[src/rtl/epl_pkg.sv]
package epl_pkg;

    // Kind of pulse currently driven by the transmitter
    typedef enum logic [1:0] {
        PK_NONE = 2'd0,
        PK_SET  = 2'd1,
        PK_RST  = 2'd2
    } pulse_kind_e;

endpackage

[src/rtl/epl_tx.sv]
module epl_tx
    import epl_pkg::*;
#(
    parameter int REFRESH_CYC = 100,
    parameter int PULSE_W     = 1
) (
    input  logic clk,
    input  logic rst,
    input  logic din,
    output logic set_o,
    output logic rst_o
);

    localparam int IW = (REFRESH_CYC > 2) ? $clog2(REFRESH_CYC) : 1;
    localparam int LW = (PULSE_W > 1) ? $clog2(PULSE_W) : 1;
    localparam logic [IW-1:0] IDLE_LAST = IW'(REFRESH_CYC - 1);
    localparam logic [LW-1:0] LEFT_INIT = LW'(PULSE_W - 1);

    typedef struct packed {
        logic          prev;
        logic [IW-1:0] idle;
        logic [LW-1:0] left;
        pulse_kind_e   kind;
    } tx_state_t;

    tx_state_t st_d, st_q;
    pulse_kind_e start;

    always_comb begin
        st_d  = st_q;
        start = PK_NONE;

        // edge detection takes priority over the idle refresh
        if (din != st_q.prev) begin
            start     = din ? PK_SET : PK_RST;
            st_d.idle = '0;
        end else if (st_q.idle == IDLE_LAST) begin
            start     = st_q.prev ? PK_SET : PK_RST;
            st_d.idle = '0;
        end else begin
            st_d.idle = st_q.idle + IW'(1);
        end
        st_d.prev = din;

        // pulse shaping
        if (start != PK_NONE) begin
            st_d.kind = start;
            st_d.left = LEFT_INIT;
        end else if (st_q.left != '0) begin
            st_d.left = st_q.left - LW'(1);
        end else begin
            st_d.kind = PK_NONE;
        end
    end

    always_ff @(posedge clk) begin
        if (rst) begin
            st_q.prev <= 1'b0;
            st_q.idle <= '0;
            st_q.left <= '0;
            st_q.kind <= PK_NONE;
        end else begin
            st_q <= st_d;
        end
    end

    assign set_o = (st_q.kind == PK_SET);
    assign rst_o = (st_q.kind == PK_RST);

endmodule

[src/rtl/epl_rx.sv]
module epl_rx #(
    parameter int WDOG_CYC = 500
) (
    input  logic clk,
    input  logic rst,
    input  logic set_i,
    input  logic rst_i,
    output logic dout,
    output logic err
);

    localparam int WW = (WDOG_CYC > 2) ? $clog2(WDOG_CYC) : 1;
    localparam logic [WW-1:0] WD_LAST = WW'(WDOG_CYC - 1);

    typedef struct packed {
        logic          dout;
        logic          expired;
        logic          err;
        logic [WW-1:0] cnt;
    } rx_state_t;

    rx_state_t st_d, st_q;

    always_comb begin
        st_d = st_q;
        if (set_i || rst_i) begin
            // any pulse proves the far side alive; reset dominates set
            st_d.cnt     = '0;
            st_d.expired = 1'b0;
            st_d.dout    = !rst_i;
            if (set_i && rst_i) begin
                st_d.err = 1'b1;
            end
        end else if (!st_q.expired) begin
            if (st_q.cnt == WD_LAST) begin
                st_d.expired = 1'b1;
                st_d.dout    = 1'b0;
                st_d.cnt     = '0;
            end else begin
                st_d.cnt = st_q.cnt + WW'(1);
            end
        end
    end

    always_ff @(posedge clk) begin
        if (rst) begin
            st_q.dout    <= 1'b0;
            st_q.expired <= 1'b1;
            st_q.err     <= 1'b0;
            st_q.cnt     <= '0;
        end else begin
            st_q <= st_d;
        end
    end

    assign dout = st_q.dout;
    assign err  = st_q.err;

endmodule

[src/rtl/edge_pulse_link.sv]
module edge_pulse_link #(
    parameter int REFRESH_CYC = 100,
    parameter int WDOG_CYC    = 500,
    parameter int PULSE_W     = 1
) (
    input  logic clk,
    input  logic rst,
    input  logic tx_din,
    output logic tx_set_o,
    output logic tx_rst_o,
    input  logic rx_set_i,
    input  logic rx_rst_i,
    output logic rx_dout,
    output logic rx_err
);

    // a healthy idle link must refresh before the watchdog trips
    if (WDOG_CYC <= REFRESH_CYC) begin : g_bad_wdog
        $error("WDOG_CYC must exceed REFRESH_CYC");
    end
    if (PULSE_W < 1 || PULSE_W >= REFRESH_CYC || REFRESH_CYC < 2) begin : g_bad_pulse
        $error("PULSE_W must be at least 1 and below REFRESH_CYC");
    end

    epl_tx #(
        .REFRESH_CYC(REFRESH_CYC),
        .PULSE_W    (PULSE_W)
    ) u_tx (
        .clk  (clk),
        .rst  (rst),
        .din  (tx_din),
        .set_o(tx_set_o),
        .rst_o(tx_rst_o)
    );

    epl_rx #(
        .WDOG_CYC(WDOG_CYC)
    ) u_rx (
        .clk  (clk),
        .rst  (rst),
        .set_i(rx_set_i),
        .rst_i(rx_rst_i),
        .dout (rx_dout),
        .err  (rx_err)
    );

endmodule

[config.mk]
export PLATFORM = sky130hd
export DESIGN_NAME = edge_pulse_link
export DESIGN_NICKNAME = d
export VERILOG_FILES = /design/src/rtl/epl_pkg.sv /design/src/rtl/epl_tx.sv /design/src/rtl/epl_rx.sv /design/src/rtl/edge_pulse_link.sv
export SDC_FILE = /design/constraint.sdc
export NUM_CORES = 1
export LEC_CHECK = 0
export BUFFER_PORTS_ARGS = -buffer_cell sky130_fd_sc_hd__buf_2
export CAP_MARGIN = 20
export CORE_UTILIZATION = 55
export CTS_CLUSTER_SIZE = 30
export DETAILED_ROUTE_END_ITERATION = 8
export PLACE_DENSITY = 0.73
export SLEW_MARGIN = 20
export SYNTH_ARGS = -nofsm -noshare
export SYNTH_HDL_FRONTEND = slang
export SYNTH_HIERARCHICAL = 1
export SYNTH_SLANG_ARGS = --single-unit
export TNS_END_PERCENT = 100
[constraint.sdc]
create_clock -name clk -period 2.7 [get_ports clk]
set_clock_uncertainty 0.15 [all_clocks]
set_input_delay 0.135 -clock clk [delete_from_list [all_inputs] [get_ports clk]]
set_output_delay 0.135 -clock clk [all_outputs]
set_load 0.01 [all_outputs]
## Yosys cells after proc, flatten, opt, wreduce, memory -nomap -nowiden

Cells that the tools add are included.

- Flip-flop bits (word level): 23
- Input bits: 5
- Output and inout port bits: 4
- Logic and storage cells: 39

- Add/subtract/negate cells: 3
- Eq/ne operators: 7
- Muxes and demuxes: 10
- Bitwise operators: 1
- Reductions and logical operators: 10

Operator list:

| cell | count |
|---|---|
| 2-bit 2-to-1 mux | 9 |
| 9-bit by 1-bit adder with 9-bit output (second input constant) | 1 |
| 9-bit == test (second input constant) | 1 |
| 9-bit 2-to-1 mux | 1 |
| 7-bit by 1-bit adder with 7-bit output (second input constant) | 1 |
| 7-bit == test (second input constant) | 1 |
| 3-bit OR reduction | 2 |
| 2-bit inequality test (second input constant) | 2 |
| 2-bit AND reduction | 2 |
| 2-bit nonzero test | 2 |
| 2-bit by 1-bit == test with 1-bit output (second input constant) | 1 |
| 2-bit == test (second input constant) | 1 |
| 2-bit OR reduction | 1 |
| 1-bit logical AND | 1 |
| 1-bit zero test | 1 |
| 1-bit logical OR | 1 |
| 1-bit inequality test | 1 |
| 1-bit NOT | 1 |
| 1-bit subtractor (second input constant) | 1 |

## Logic depth before layout (Yosys ltp)

Gate-level depths: netlist (run 1).

- Depth in word-level cells: 5
- Mapped depth: 5
- Gate-level depth less buffers: 5

## By module

The synthesis (run 1) kept the hierarchy.

By module, submodules not included:

| module | instances | cells each | area each (um^2) | seq. area each (um^2) |
|---|---|---|---|---|
| epl_rx | 1 | 64 | 566.8 | 240.2 |
| epl_tx | 1 | 47 | 467.9 | 220.2 |

## Worst setup path before layout (run 1)

No wires, ideal clock.

- Path kind: register to register
- From: reg u_tx/st_q[7] (netlist name)
- To: reg u_tx/st_q[1] (netlist name)
- Library setup time: 0.127 ns
- Arrival: 1.242 ns
- Required time: 2.423 ns
- Path slack: 1.181 ns
- Cell stages (with the launch flop): 5
- Buffers on the path: 0
- Period minus slack after synthesis: 1.519 ns
- Cells stage by stage: dfxtp_1 > nor4b_2 > nand3_2 > nor4b_4 > or3_1

- Word-level cells in the longest chain between the ends: 5
- Elaborated cells between the ends (all ways): 6
- Classes of those cells: eq/ne: 2; mux: 3; reduce/logical: 1

RTL lines:

| item | line | RTL |
|---|---|---|
| start: declaration | epl_tx.sv:26 | `tx_state_t st_d, st_q;` |
| start signal: assignment | epl_tx.sv:63 | `st_q <= st_d;` |
| 7-bit == test * | epl_tx.sv:37 | `end else if (st_q.idle == IDLE_LAST) begin` |
| 2-bit 2-to-1 mux * | epl_tx.sv:37 |  |
| 2-bit 2-to-1 mux * | epl_tx.sv:34 | `if (din != st_q.prev) begin` |
| 2-bit nonzero test | epl_tx.sv:46 | `if (start != PK_NONE) begin` |
| 2-bit inequality test (no line) / 2-bit 2-to-1 mux (equally long branches) | - |  |

Mark *: on every way between the ends. The rest lies on a longest branch, timed or not.
A chain may end at the register's enable or synchronous reset.

## Worst setup path after layout (run 1)

- From: reg u_rx/st_q[2] (netlist name)
- To: reg u_rx/dout (netlist name)

- Word-level cells in the longest chain between the ends: 3

RTL lines:

| item | line | RTL |
|---|---|---|
| start: declaration | epl_rx.sv:22 | `rx_state_t st_d, st_q;` |
| start signal: assignment | epl_rx.sv:52 | `st_q <= st_d;` |
| 9-bit == test | epl_rx.sv:35 | `if (st_q.cnt == WD_LAST) begin` |
| 2-bit nonzero test (no line) | - |  |
| 2-bit AND reduction (no line) | - |  |

Every way passes these cells.

==> summary.md, run 1 <==
| Metric | Value |
|---|---|
| Run status | finished clean |
| Post-DP Area | 0.00109 sq mm |
| Clock tree from TritonCTS | yes |
| Number of vias in the routed layout | 850 |
| Hold Path Cell Cnt | 2 |
| Post CTS Setup Buffer Count | 0 |
| Clock tree root driver cell | sky130_fd_sc_hd__clkbuf_4 |
| Global-route met1 utilization | 26.8% |
| PortBufs | 8 |
| Clock latency of the later-clocked register in the worst-skew pair | 0.30 ns |
| Max Root-Sink Buffers | 2 |
| Combinational family with the most area after synthesis | simple AND/OR/NAND/NOR gates |
| Die boundary width | 45.4 um |
| Critical path buffer and inverter count | 1 |
| Cell Rows | 15 |
| CP startpoint kind | flop |
| PD cells | 468 mW/mm^2 |
| Vertical extent of the die | 45.4 um |
| Crit-path max cell delay | 0.55 ns |
| Fraction of final layout cells sized beyond drive strength 1 | 12.6% |
| Seq/Total Area, Yosys | 44.5% |
| Worst min-delay path category | input port to flop |
| Remaining Overflow, GRT | 0 |
| Total clock buffers created by CTS | 3 |
| Final count of negative-setup-slack endpoints | 0 |
| Area taken by multi-input logic gates | 556 sq um |
| Met2 track demand over resource | 35.4% |
| Critical path, cell by cell | or3b_1 > nor4_1 > nor4_1 > dlygate4sd3_1 |
| XOR/XNOR Fraction of Synth Area | 6.77% |
| DRC violation count after routing | 0 |
| RSZ-0062 raised after global routing | no |
| Final net count | 135 |
| Commonest non-fill, non-tap cell in the layout | sky130_fd_sc_hd__dfxtp_1 |
| Filler-free cell count of the finished design | 152 |
| Worst reg-to-reg setup slack | 0.74 ns |
| Total Routed Length | 1.94 mm |
| Cell class contributing the biggest share of worst-path delay | simple AND/OR/NAND/NOR gates |
| Simple-gate share of the synthesized area | 30.8% |
| Avg WL per Cell | 12.8 um |
| Remaining antenna violation count after routing | 0 |
| Number of H-tree levels | 1 |
| Via count of the first global-routing pass | 753 |
| Most frequent cells in the layout | sky130_fd_sc_hd__dfxtp_1 (23), sky130_fd_sc_hd__nor2_1 (12), sky130_fd_sc_hd__nand2_1 (9), sky130_fd_sc_hd__buf_2 (8), sky130_fd_sc_hd__a21oi_1 (8) |
| Class of the most critical setup path | flop to flop |
| Worst IR drop on VDD | 0.000341 V |
| FF-to-FF Start | u_rx/st_q[2] |
| Critical Path AT | 2.01 ns |
| Ant. Diodes | 0 |
| M3 GR Usage | 3.57% |
| Yosys synthesis warning count | 6 |
| Via/cell ratio | 5.59 |
| Resize count post-CTS | 0 |
| Final Cell Area | 0.00117 sq mm |
| Number of max-cap violations | 0 |
| R2R cell count | 4 |
| Flip-flop and latch count after synthesis | 23 |
| RePlAce Congestion | 0.804 |
| TritonCTS Sinks | 23 |
| Drt first-iter violations | 17 |
| Post-Syn Area per Cell | 9.32 sq um |
| Static power due to leakage | 0.428 nW |
| Cell Int Power | 0.000425 W |
| Switching power | 0.000123 W |
| Remaining max-slew budget at the tightest pin | 66.1% |
| Slowest cell on the critical path | sky130_fd_sc_hd__dlygate4sd3_1 |
| Peak-usage layer in the global routing report | met2 |
| Power share of the sequential group | 64.9% |
| Max FO, Critical Path | 7 |
| Count of cell types in the netlist | 38 |
| Post-synthesis cell area | 0.00103 sq mm |
| DIE AREA | 0.00206 sq mm |
| Final core utilization | 67.1% |
| Highest attainable clock frequency | 512 MHz |
| Net Sw Frac | 22.4% |
| End of the worst register-to-register path | u_rx/dout |
| Area taken by flip-flops and latches | 460 sq um |
| Clock transition at the register clock pins on the worst setup and hold paths after CTS | 0.12 ns |
| Post-Syn Instances | 111 |
| Share of the cycle needed by the critical path after routing | 72.4% |
| Net count after synthesis | 118 |
| Most Frequent Cell on Critical Path | sky130_fd_sc_hd__nor4_1 |
| Fraction of synthesized area in multiplexers | 0% |
| DP HPWL | 1.27 mm |
| Largest net degree at the start of global routing | 13 |
| Fill count | 145 |
| Slew at the pin closest to its max-slew limit | 0.504 ns |
| Instance count after placement with tap cells included | 143 |
| Worst setup EP type | flop |
| Final Hold Viols | 0 |
| Proportion of power drawn by combinational gates | 7.3% |
| Tot GR Track Use | 21.1% |
| Endpoint required time on the critical path | 2.75 ns |
| Number of pins exceeding their max-slew limit in the final report | 0 |
| Time the final worst path needs with I/O delays and setup | 1.96 ns |
| Compound-cell area share of the yosys netlist | 13.3% |
| Wire length of the first global-routing pass | 3.06 mm |
| Hold path endpoint | u_rx/st_q[10] |
| Layout Area Growth over Synthesis | 13.2% |
| Hold Path Origin | rst |
| Final setup TNS | 0 ns |
| Effective utilization at floorplan | 59.3% |
| Proportion of power drawn by the clock network | 27.9% |
| Adder-cell share of the synthesized area | 2.42% |
| Antenna violations before repair | 0 |
| Core outline area | 0.00175 sq mm |
| Total I/O pin count | 9 |
| Drt first pass iters | 4 |
worst reg2reg max path, stage by stage (launching register included):
cell,delay [ns]
sky130_fd_sc_hd__dfxtp_1,0.39
sky130_fd_sc_hd__or3b_1,0.44
sky130_fd_sc_hd__nor4_1,0.25
sky130_fd_sc_hd__nor4_1,0.08
sky130_fd_sc_hd__dlygate4sd3_1,0.55
flip-flops by register name, indices dropped and copies added, names as in the netlist:
register and flops:
u_rx/st_q 10, u_rx/dout 1, u_rx/err 1, u_tx/st_q 11
synth_stat cells, drive strengths merged:
cell type / n / area, sq um
dfxtp: 23 / 460
nor2: 12 / 45.0
nand2: 9 / 33.8
a21oi: 8 / 40.0
o21ai: 6 / 30.0
xnor2: 5 / 43.8
nor2b: 4 / 25.0
or3: 4 / 25.0
and3: 3 / 20.0
nand3: 3 / 20.0
nor3: 3 / 15.0
xor2: 3 / 26.3
ha: 2 / 25.0
inv: 2 / 7.51
nand4b: 2 / 17.5
nor4: 2 / 12.5
nor4b: 2 / 38.8
a211oi: 1 / 7.51
a21o: 1 / 7.51
a311oi: 1 / 8.76
and4: 1 / 8.76
and4b: 1 / 10.0
buf: 1 / 11.3
conb: 1 / 3.75
nand2b: 1 / 6.26
nand3b: 1 / 7.51
nand4: 1 / 6.26
nand4bb: 1 / 11.3
nor3b: 1 / 7.51
o21bai: 1 / 7.51
o221a: 1 / 11.3
o22a: 1 / 8.76
o2bb2ai: 1 / 8.76
o31ai: 1 / 7.51
or3b: 1 / 8.76
area by class of cell:
type,instances,area share [%]
repair buffers,13,7.69
well taps,25,2.67
flip-flops and latches,23,39.3
inverters,2,0.641
multi-input cells,85,47.4
clock buffers,4,2.24
power by group through the flow:
stage / Sequential [W] / Clock [W] / Combinational (W)
after floorplan: 0.000361 / 0 / 0.0000227
after global placement: 0.000362 / 0 / 0.0000329
after detailed placement: 0.000363 / 0 / 0.0000333
after CTS: 0.000355 / 0.000162 / 0.0000390
after global routing: 0.000357 / 0.000174 / 0.0000441
final: 0.000355 / 0.000153 / 0.0000399
through the flow:
step	hold WS, ns	setup slack [ns]	power (W)
final	0.0170	0.745	0.000548
after global routing	0.00182	0.645	0.000575
after CTS	0.00539	0.747	0.000556
after floorplan	0.0574	1.18	0.000384
after global placement	0.195	1.11	0.000395
after detailed placement	0.197	1.06	0.000396
worst max-delay path by stage:
| stage | from | to | cells past startpoint |
|---|---|---|---|
| final | u_rx/st_q[2] | u_rx/dout | 4 |
| after global routing | u_rx/st_q[2] | u_rx/dout | 4 |
| after CTS | u_rx/st_q[2] | u_rx/dout | 4 |
| after detailed placement | u_rx/st_q[0] | u_rx/st_q[4] | 4 |
| after global placement | u_tx/st_q[7] | u_tx/st_q[1] | 4 |
| after floorplan | u_tx/st_q[7] | u_tx/st_q[1] | 4 |
logic make-up after synthesis:
group | after synthesis
AO/OA/AOI/OAI | 22
XOR/XNOR | 8
adder cells (fa/ha/maj) | 2
buffers and inverters | 3
flip-flops | 23
other | 1
AND/OR/NAND/NOR | 52
timing repair:
action / CTS / global route
hold buffers: 5 / 0
endpoints found under the hold margin: 3 / 0
endpoints found under the setup margin: 0 / 0
metal layers:
metal / routed length, um / share of wire (%)
met5: 0 / 0
met1: 909 / 47
met2: 960 / 50
met3: 53 / 2.7
met4: 15 / 0.77
No activity file was read; power rests on OpenSTA's default activity.
==> run 2, diff against run 1 <==
- clock period: 2.7 -> 1.95 ns (I/O delays scaled with it)
==> summary.md, run 2 (synthesis results as in run 1) <==
| Metric | Value |
|---|---|
| End of the worst register-to-register path | u_rx/dout |
| Share of the cycle needed by the critical path after routing | 95.3% (+23 points) |
| Die boundary width | 45.4 um (unchanged) |
| DIE AREA | 0.00206 sq mm (unchanged) |
| Number of max-cap violations | 0 (unchanged) |
| R2R cell count | 4 (unchanged) |
| Max FO, Critical Path | 5 (-2) |
| Slowest cell on the critical path | sky130_fd_sc_hd__dlygate4sd3_1 |
| TritonCTS Sinks | 23 (unchanged) |
| Remaining antenna violation count after routing | 0 (unchanged) |
| Switching power | 0.000175 W (+42%) |
| Tot GR Track Use | 21.2% (+0.066 points) |
| Core outline area | 0.00175 sq mm (unchanged) |
| Critical path, cell by cell | nand4_1 > nor4_2 > nor4_1 > dlygate4sd3_1 |
| Clock latency of the later-clocked register in the worst-skew pair | 0.31 ns (about the same) |
| Final net count | 138 (+2.2%) |
| Proportion of power drawn by the clock network | 28.2% (+0.3 points) |
| Crit-path max cell delay | 0.55 ns (about the same) |
| FF-to-FF Start | u_rx/st_q[4] |
| Clock tree root driver cell | sky130_fd_sc_hd__clkbuf_4 |
| Antenna violations before repair | 0 (unchanged) |
| Number of pins exceeding their max-slew limit in the final report | 0 (unchanged) |
| Hold path endpoint | u_tx/st_q[3] |
| Hold Path Origin | u_tx/st_q[3] |
| Cell Int Power | 0.000591 W (+39%) |
| Final Hold Viols | 0 (unchanged) |
| Highest attainable clock frequency | 538 MHz (+5.2%) |
| Commonest non-fill, non-tap cell in the layout | sky130_fd_sc_hd__dfxtp_1 |
| DP HPWL | 1.27 mm (about the same) |
| Largest register by flop count | u_tx/st_q |
| Static power due to leakage | 0.441 nW (+3.0%) |
| Most frequent cells in the layout | sky130_fd_sc_hd__dfxtp_1 (19), sky130_fd_sc_hd__nor2_1 (12), sky130_fd_sc_hd__nand2_1 (9), sky130_fd_sc_hd__buf_2 (8), sky130_fd_sc_hd__a21oi_1 (8) |
| PortBufs | 8 (unchanged) |
| Cell Rows | 15 (unchanged) |
| Run status | finished clean |
| Total clock buffers created by CTS | 3 (unchanged) |
| Critical Path AT | 1.92 ns (-0.09 ns) |
| Via count of the first global-routing pass | 734 (-2.5%) |
| Remaining max-slew budget at the tightest pin | 67.1% (+0.96 points) |
| Clock transition at the register clock pins on the worst setup and hold paths after CTS | 0.12 ns (about the same) |
| CP startpoint kind | flop |
| DRC violation count after routing | 0 (unchanged) |
| Endpoint required time on the critical path | 2.01 ns (-0.74 ns) |
| Max Root-Sink Buffers | 2 (unchanged) |
| Flip-flop count of the largest register after layout | 11 (unchanged) |
| Critical path buffer and inverter count | 1 (unchanged) |
| Number of vias in the routed layout | 858 (+0.94%) |
| Drt first-iter violations | 15 (-2) |
| Via/cell ratio | 5.54 (-1.0%) |
| Cell class contributing the biggest share of worst-path delay | simple AND/OR/NAND/NOR gates |
| Hold Path Cell Cnt | 1 (-1) |
| Final core utilization | 69.5% (+2.4 points) |
| Ant. Diodes | 0 (unchanged) |
| Power share of the sequential group | 64.2% (-0.7 points) |
| Wire length of the first global-routing pass | 3.06 mm (+0.23%) |
| Slew at the pin closest to its max-slew limit | 0.490 ns (-0.0143 ns) |
| Time the final worst path needs with I/O delays and setup | 1.86 ns (-0.0963 ns) |
| Worst IR drop on VDD | 0.000451 V (+32%) |
| Number of H-tree levels | 1 (unchanged) |
| Worst setup EP type | flop |
| Fraction of final layout cells sized beyond drive strength 1 | 17.7% (+5.1 points) |
| Final count of negative-setup-slack endpoints | 0 (unchanged) |
| RePlAce Congestion | 0.804 (unchanged) |
| Fill count | 147 (+1.4%) |
| Total I/O pin count | 9 (unchanged) |
| Largest net degree at the start of global routing | 13 (unchanged) |
| Layout Area Growth over Synthesis | 17.2% |
| Worst min-delay path category | flop to flop |
| Total Routed Length | 1.95 mm (+0.72%) |
| Setup slack after layout | 0.0913 ns (-0.654 ns) |
| Remaining Overflow, GRT | 0 (unchanged) |
| Avg WL per Cell | 12.6 um (-1.2%) |
| Placement-stage worst setup slack | 0.316 ns (-0.743 ns) |
| Net Sw Frac | 22.8% (+0.40 points) |
| Largest registers | u_tx/st_q (11), u_rx/st_q (10) |
| Effective utilization at floorplan | 59.3% (unchanged) |
| Class of the most critical setup path | flop to flop |
| Proportion of power drawn by combinational gates | 7.6% (+0.3 points) |
| Vertical extent of the die | 45.4 um (unchanged) |
| Worst reg-to-reg setup slack | 0.09 ns (-0.65 ns) |
| Clock tree from TritonCTS | yes |
| PD cells | 632 mW/mm^2 (+35%) |
| Drt first pass iters | 4 (unchanged) |
-- run 2: cell types whose count changed in the layout (fill, tap and decap cells not counted) --
cell                            delta
sky130_fd_sc_hd__dfxtp_1           -4
sky130_fd_sc_hd__dfxtp_2           +4
sky130_fd_sc_hd__dlygate4sd3_1     +2
sky130_fd_sc_hd__buf_4             +1
sky130_fd_sc_hd__ha_1              -1
sky130_fd_sc_hd__ha_2              +1
sky130_fd_sc_hd__nor4_1            -1
sky130_fd_sc_hd__nor4_2            +1
-- run 2: worst max path at each step --
stage	slack, ns	cells after the start	end	from
after floorplan	0.43	4	u_tx/st_q[1]	u_tx/st_q[7]
after global placement	0.36	4	u_tx/st_q[1]	u_tx/st_q[7]
after detailed placement	0.32	4	u_rx/st_q[4]	u_rx/st_q[0]
after CTS	0.02	4	u_rx/dout	u_rx/st_q[2]
after global routing	-0.02	4	u_rx/dout	u_rx/st_q[4]
final	0.09	4	u_rx/dout	u_rx/st_q[4]
-- run 2: per-stage QoR --
stage               power, W  TNS (ns)  hold slack (ns)  instance area (sq um)  instances
floorplan           0.000531         0           0.0199                   1030        111
global placement    0.000547         0            0.157                   1090        143
detailed placement  0.000549         0            0.166                   1090        143
CTS                 0.000776         0            0.319                   1190        154
global route        0.000804   -0.0171            0.348                   1210        155
finish              0.000766         0            0.312                   1210        155
-- run 2: worst register-to-register path: stages (launching register included) --
cell and delay (ns):
sky130_fd_sc_hd__dfxtp_1 0.42, sky130_fd_sc_hd__nand4_1 0.26, sky130_fd_sc_hd__nor4_2 0.30, sky130_fd_sc_hd__nor4_1 0.08, sky130_fd_sc_hd__dlygate4sd3_1 0.55
-- run 2: power by group through the flow --
stage	logic (W)	registers, W	clock network [W]
after floorplan	0.0000315	0.000500	0
final	0.0000586	0.000492	0.000216
after CTS	0.0000575	0.000492	0.000227
after detailed placement	0.0000466	0.000502	0
after global placement	0.0000456	0.000501	0
after global routing	0.0000647	0.000494	0.000244
-- run 2: layer usage --
metal	vias up	GRT usage, %	part of all wire, %
met5	-	0	0
li1	442	-	-
met2	20	33.9	47
met1	392	27.2	47
met4	0	9.09	2.0
met3	4	5.16	3.4
-- run 2: layout make-up --
| class | instances | area, sq um | share of cell area, % |
|---|---|---|---|
| Tap cell | 25 | 31.3 | 2.58 |
| Clock buffer | 4 | 26.3 | 2.17 |
| Inverter | 2 | 7.51 | 0.619 |
| Timing Repair Buffer | 16 | 118 | 9.70 |
| Multi-Input combinational cell | 85 | 564 | 46.5 |
| Sequential cell | 23 | 465 | 38.4 |
-- run 2: timing repair --
item                       in CTS  in global routing
hold endpoints to repair        6                  0
setup buffers                   0                  1
resized for setup               0                  6
hold buffers                    7                  0
setup endpoints to repair       0                  1
==> run 3, diff against run 2 <==
- CORE_UTILIZATION: 55 -> 40
- PLACE_DENSITY: 0.73 -> 0.56
==> summary.md, run 3 (synthesis results as in run 1) <==
| Metric | Value |
|---|---|
| Proportion of power drawn by combinational gates | 7.4% (-0.2 points) |
| Via count of the first global-routing pass | 725 (-1.2%) |
| Switching power | 0.000173 W (-1.3%) |
| PortBufs | 8 (unchanged) |
| Number of max-cap violations | 0 (unchanged) |
| Total I/O pin count | 9 (unchanged) |
| Instance count after placement with tap cells included | 149 (+4.2%) |
| Clock tree root driver cell | sky130_fd_sc_hd__clkbuf_4 |
| Remaining antenna violation count after routing | 0 (unchanged) |
| DRC violation count after routing | 0 (unchanged) |
| Static power due to leakage | 0.439 nW (-0.56%) |
| Hold-fix buffers at CTS | 6 (-1) |
| Worst min-delay path category | flop to flop |
| DIE AREA | 0.00279 sq mm (+36%) |
| Post CTS Setup Buffer Count | 0 (unchanged) |
| Clock latency of the later-clocked register in the worst-skew pair | 0.30 ns (about the same) |
| Critical Path AT | 1.68 ns (-0.24 ns) |
| Max FO, Critical Path | 5 (unchanged) |
| Die boundary width | 52.9 um (+16%) |
| Largest register by flop count | u_tx/st_q |
| Drt first-iter violations | 19 (+4) |
| Layout Area Growth over Synthesis | 15.6% |
| Remaining Overflow, GRT | 0 (unchanged) |
| TritonCTS Sinks | 23 (unchanged) |
| Worst IR drop on VDD | 0.000391 V (-13%) |
| Fill count | 247 (+68%) |
| Core outline area | 0.00245 sq mm (+41%) |
| DP HPWL | 1.28 mm (+0.95%) |
| Number of H-tree levels | 1 (unchanged) |
| Net Sw Frac | 22.7% (-0.10 points) |
| CP startpoint kind | flop |
| Commonest non-fill, non-tap cell in the layout | sky130_fd_sc_hd__dfxtp_1 |
| Drt first pass iters | 4 (unchanged) |
| Clock transition at the register clock pins on the worst setup and hold paths after CTS | 0.12 ns (about the same) |
| Clock tree from TritonCTS | yes |
| Share of the cycle needed by the critical path after routing | 84.6% (-11 points) |
| Final Hold Viols | 0 (unchanged) |
| Final count of negative-setup-slack endpoints | 0 (unchanged) |
| Number of vias in the routed layout | 818 (-4.7%) |
| Total Routed Length | 1.82 mm (-6.7%) |
| Flip-flop count of the largest register after layout | 11 (unchanged) |
| Max Root-Sink Buffers | 2 (unchanged) |
| Via/cell ratio | 5.14 (-7.1%) |
| Cell Int Power | 0.000587 W (-0.74%) |
| RSZ-0062 raised after global routing | no |
| Largest net degree at the start of global routing | 14 (+1) |
| Tot GR Track Use | 15.2% (-6.0 points) |
| Final setup TNS | 0 ns (unchanged) |
| Resize count post-CTS | 0 (unchanged) |
| Class of the most critical setup path | flop to flop |
| RePlAce Congestion | 0.775 (-3.7%) |
| Proportion of power drawn by the clock network | 27.9% (-0.3 points) |
| Time the final worst path needs with I/O delays and setup | 1.65 ns (-0.208 ns) |
| Vertical extent of the die | 52.9 um (+16%) |
| Most frequent cells in the layout | sky130_fd_sc_hd__dfxtp_1 (23), sky130_fd_sc_hd__nor2_1 (12), sky130_fd_sc_hd__nand2_1 (9), sky130_fd_sc_hd__buf_2 (8), sky130_fd_sc_hd__a21oi_1 (8) |
| Cell Rows | 18 (+3) |
| Run status | finished clean |
| Avg WL per Cell | 11.5 um (-9.1%) |
| Antenna violations before repair | 0 (unchanged) |
| Endpoint required time on the critical path | 1.98 ns (-0.03 ns) |
| Filler-free cell count of the finished design | 159 (+2.6%) |
| Final net count | 137 (-0.72%) |
| Number of pins exceeding their max-slew limit in the final report | 0 (unchanged) |
| Ant. Diodes | 0 (unchanged) |
| Effective utilization at floorplan | 42.2% (-17 points) |
| Wire length of the first global-routing pass | 3.04 mm (-0.88%) |
| Power share of the sequential group | 64.7% (+0.5 points) |
| Largest registers | u_tx/st_q (11), u_rx/st_q (10) |
| Worst setup EP type | flop |
| Total clock buffers created by CTS | 3 (unchanged) |
| Fraction of final layout cells sized beyond drive strength 1 | 14.0% (-3.7 points) |
| PD cells | 635 mW/mm^2 (+0.48%) |
| Highest attainable clock frequency | 606 MHz (+13%) |
[run 3: cell types whose count changed in the layout (fill, tap and decap cells not counted), sizes merged]
cell	before	now
clkbuf	4	3
clkinv	0	1
dlygate4sd3	7	6
[run 3: final cells by class]
cell class | instances | area (sq um) | area share (%)
multi-input combinational | 85 | 556 | 46.4
sequential | 23 | 460 | 38.5
timing repair buffer | 15 | 108 | 9.00
tap | 30 | 37.5 | 3.14
clock buffer | 3 | 22.5 | 1.88
inverter | 2 | 7.51 | 0.628
clock inverter | 1 | 5.00 | 0.418
[run 3: metrics by stage]
| step | instance area, sq um | hold WS (ns) | total power (W) | setup WS (ns) | utilization (%) |
|---|---|---|---|---|---|
| after floorplan | 1030 | 0.0199 | 0.000531 | 0.431 | - |
| after global placement | 1110 | 0.161 | 0.000548 | 0.350 | 45.2 |
| after detailed placement | 1110 | 0.163 | 0.000549 | 0.341 | 45.2 |
| after CTS | 1200 | 0.305 | 0.000778 | 0.314 | 48.7 |
| after global routing | 1200 | 0.332 | 0.000803 | 0.190 | 48.7 |
| final | 1200 | 0.298 | 0.000760 | 0.299 | 48.7 |
[run 3: final timing paths]
check	startpoint	endpoint	slack, ns	depth (start not counted)
max	u_rx/st_q[0]	u_rx/st_q[5]	0.30	4
min	u_tx/st_q[3]	u_tx/st_q[3]	0.30	1
max reg2reg	u_rx/st_q[0]	u_rx/st_q[5]	0.30	4
min reg2reg	u_tx/st_q[3]	u_tx/st_q[3]	0.30	1
[run 3: metal layers]
layer / track usage, % / part of all wire (%)
met5: 0 / 0
met4: 10.5 / 2.6
met3: 3.45 / 2.7
met2: 21.9 / 42
met1: 19.7 / 52
[run 3: critical path: stages, from the launching register on]
cell and delay, ns:
sky130_fd_sc_hd__dfxtp_1 0.39, sky130_fd_sc_hd__ha_1 0.24, sky130_fd_sc_hd__nand4bb_1 0.23, sky130_fd_sc_hd__o31ai_1 0.44, sky130_fd_sc_hd__a21oi_1 0.09
[run 3: power by group through the flow]
stage / clock (W) / sequential [W] / combinational, W
2_1_floorplan: 0 / 0.000500 / 0.0000315
3_3_place_gp: 0 / 0.000502 / 0.0000468
3_5_place_dp: 0 / 0.000502 / 0.0000469
4_1_cts: 0.000230 / 0.000492 / 0.0000565
5_1_grt: 0.000248 / 0.000494 / 0.0000614
6_report: 0.000212 / 0.000492 / 0.0000562
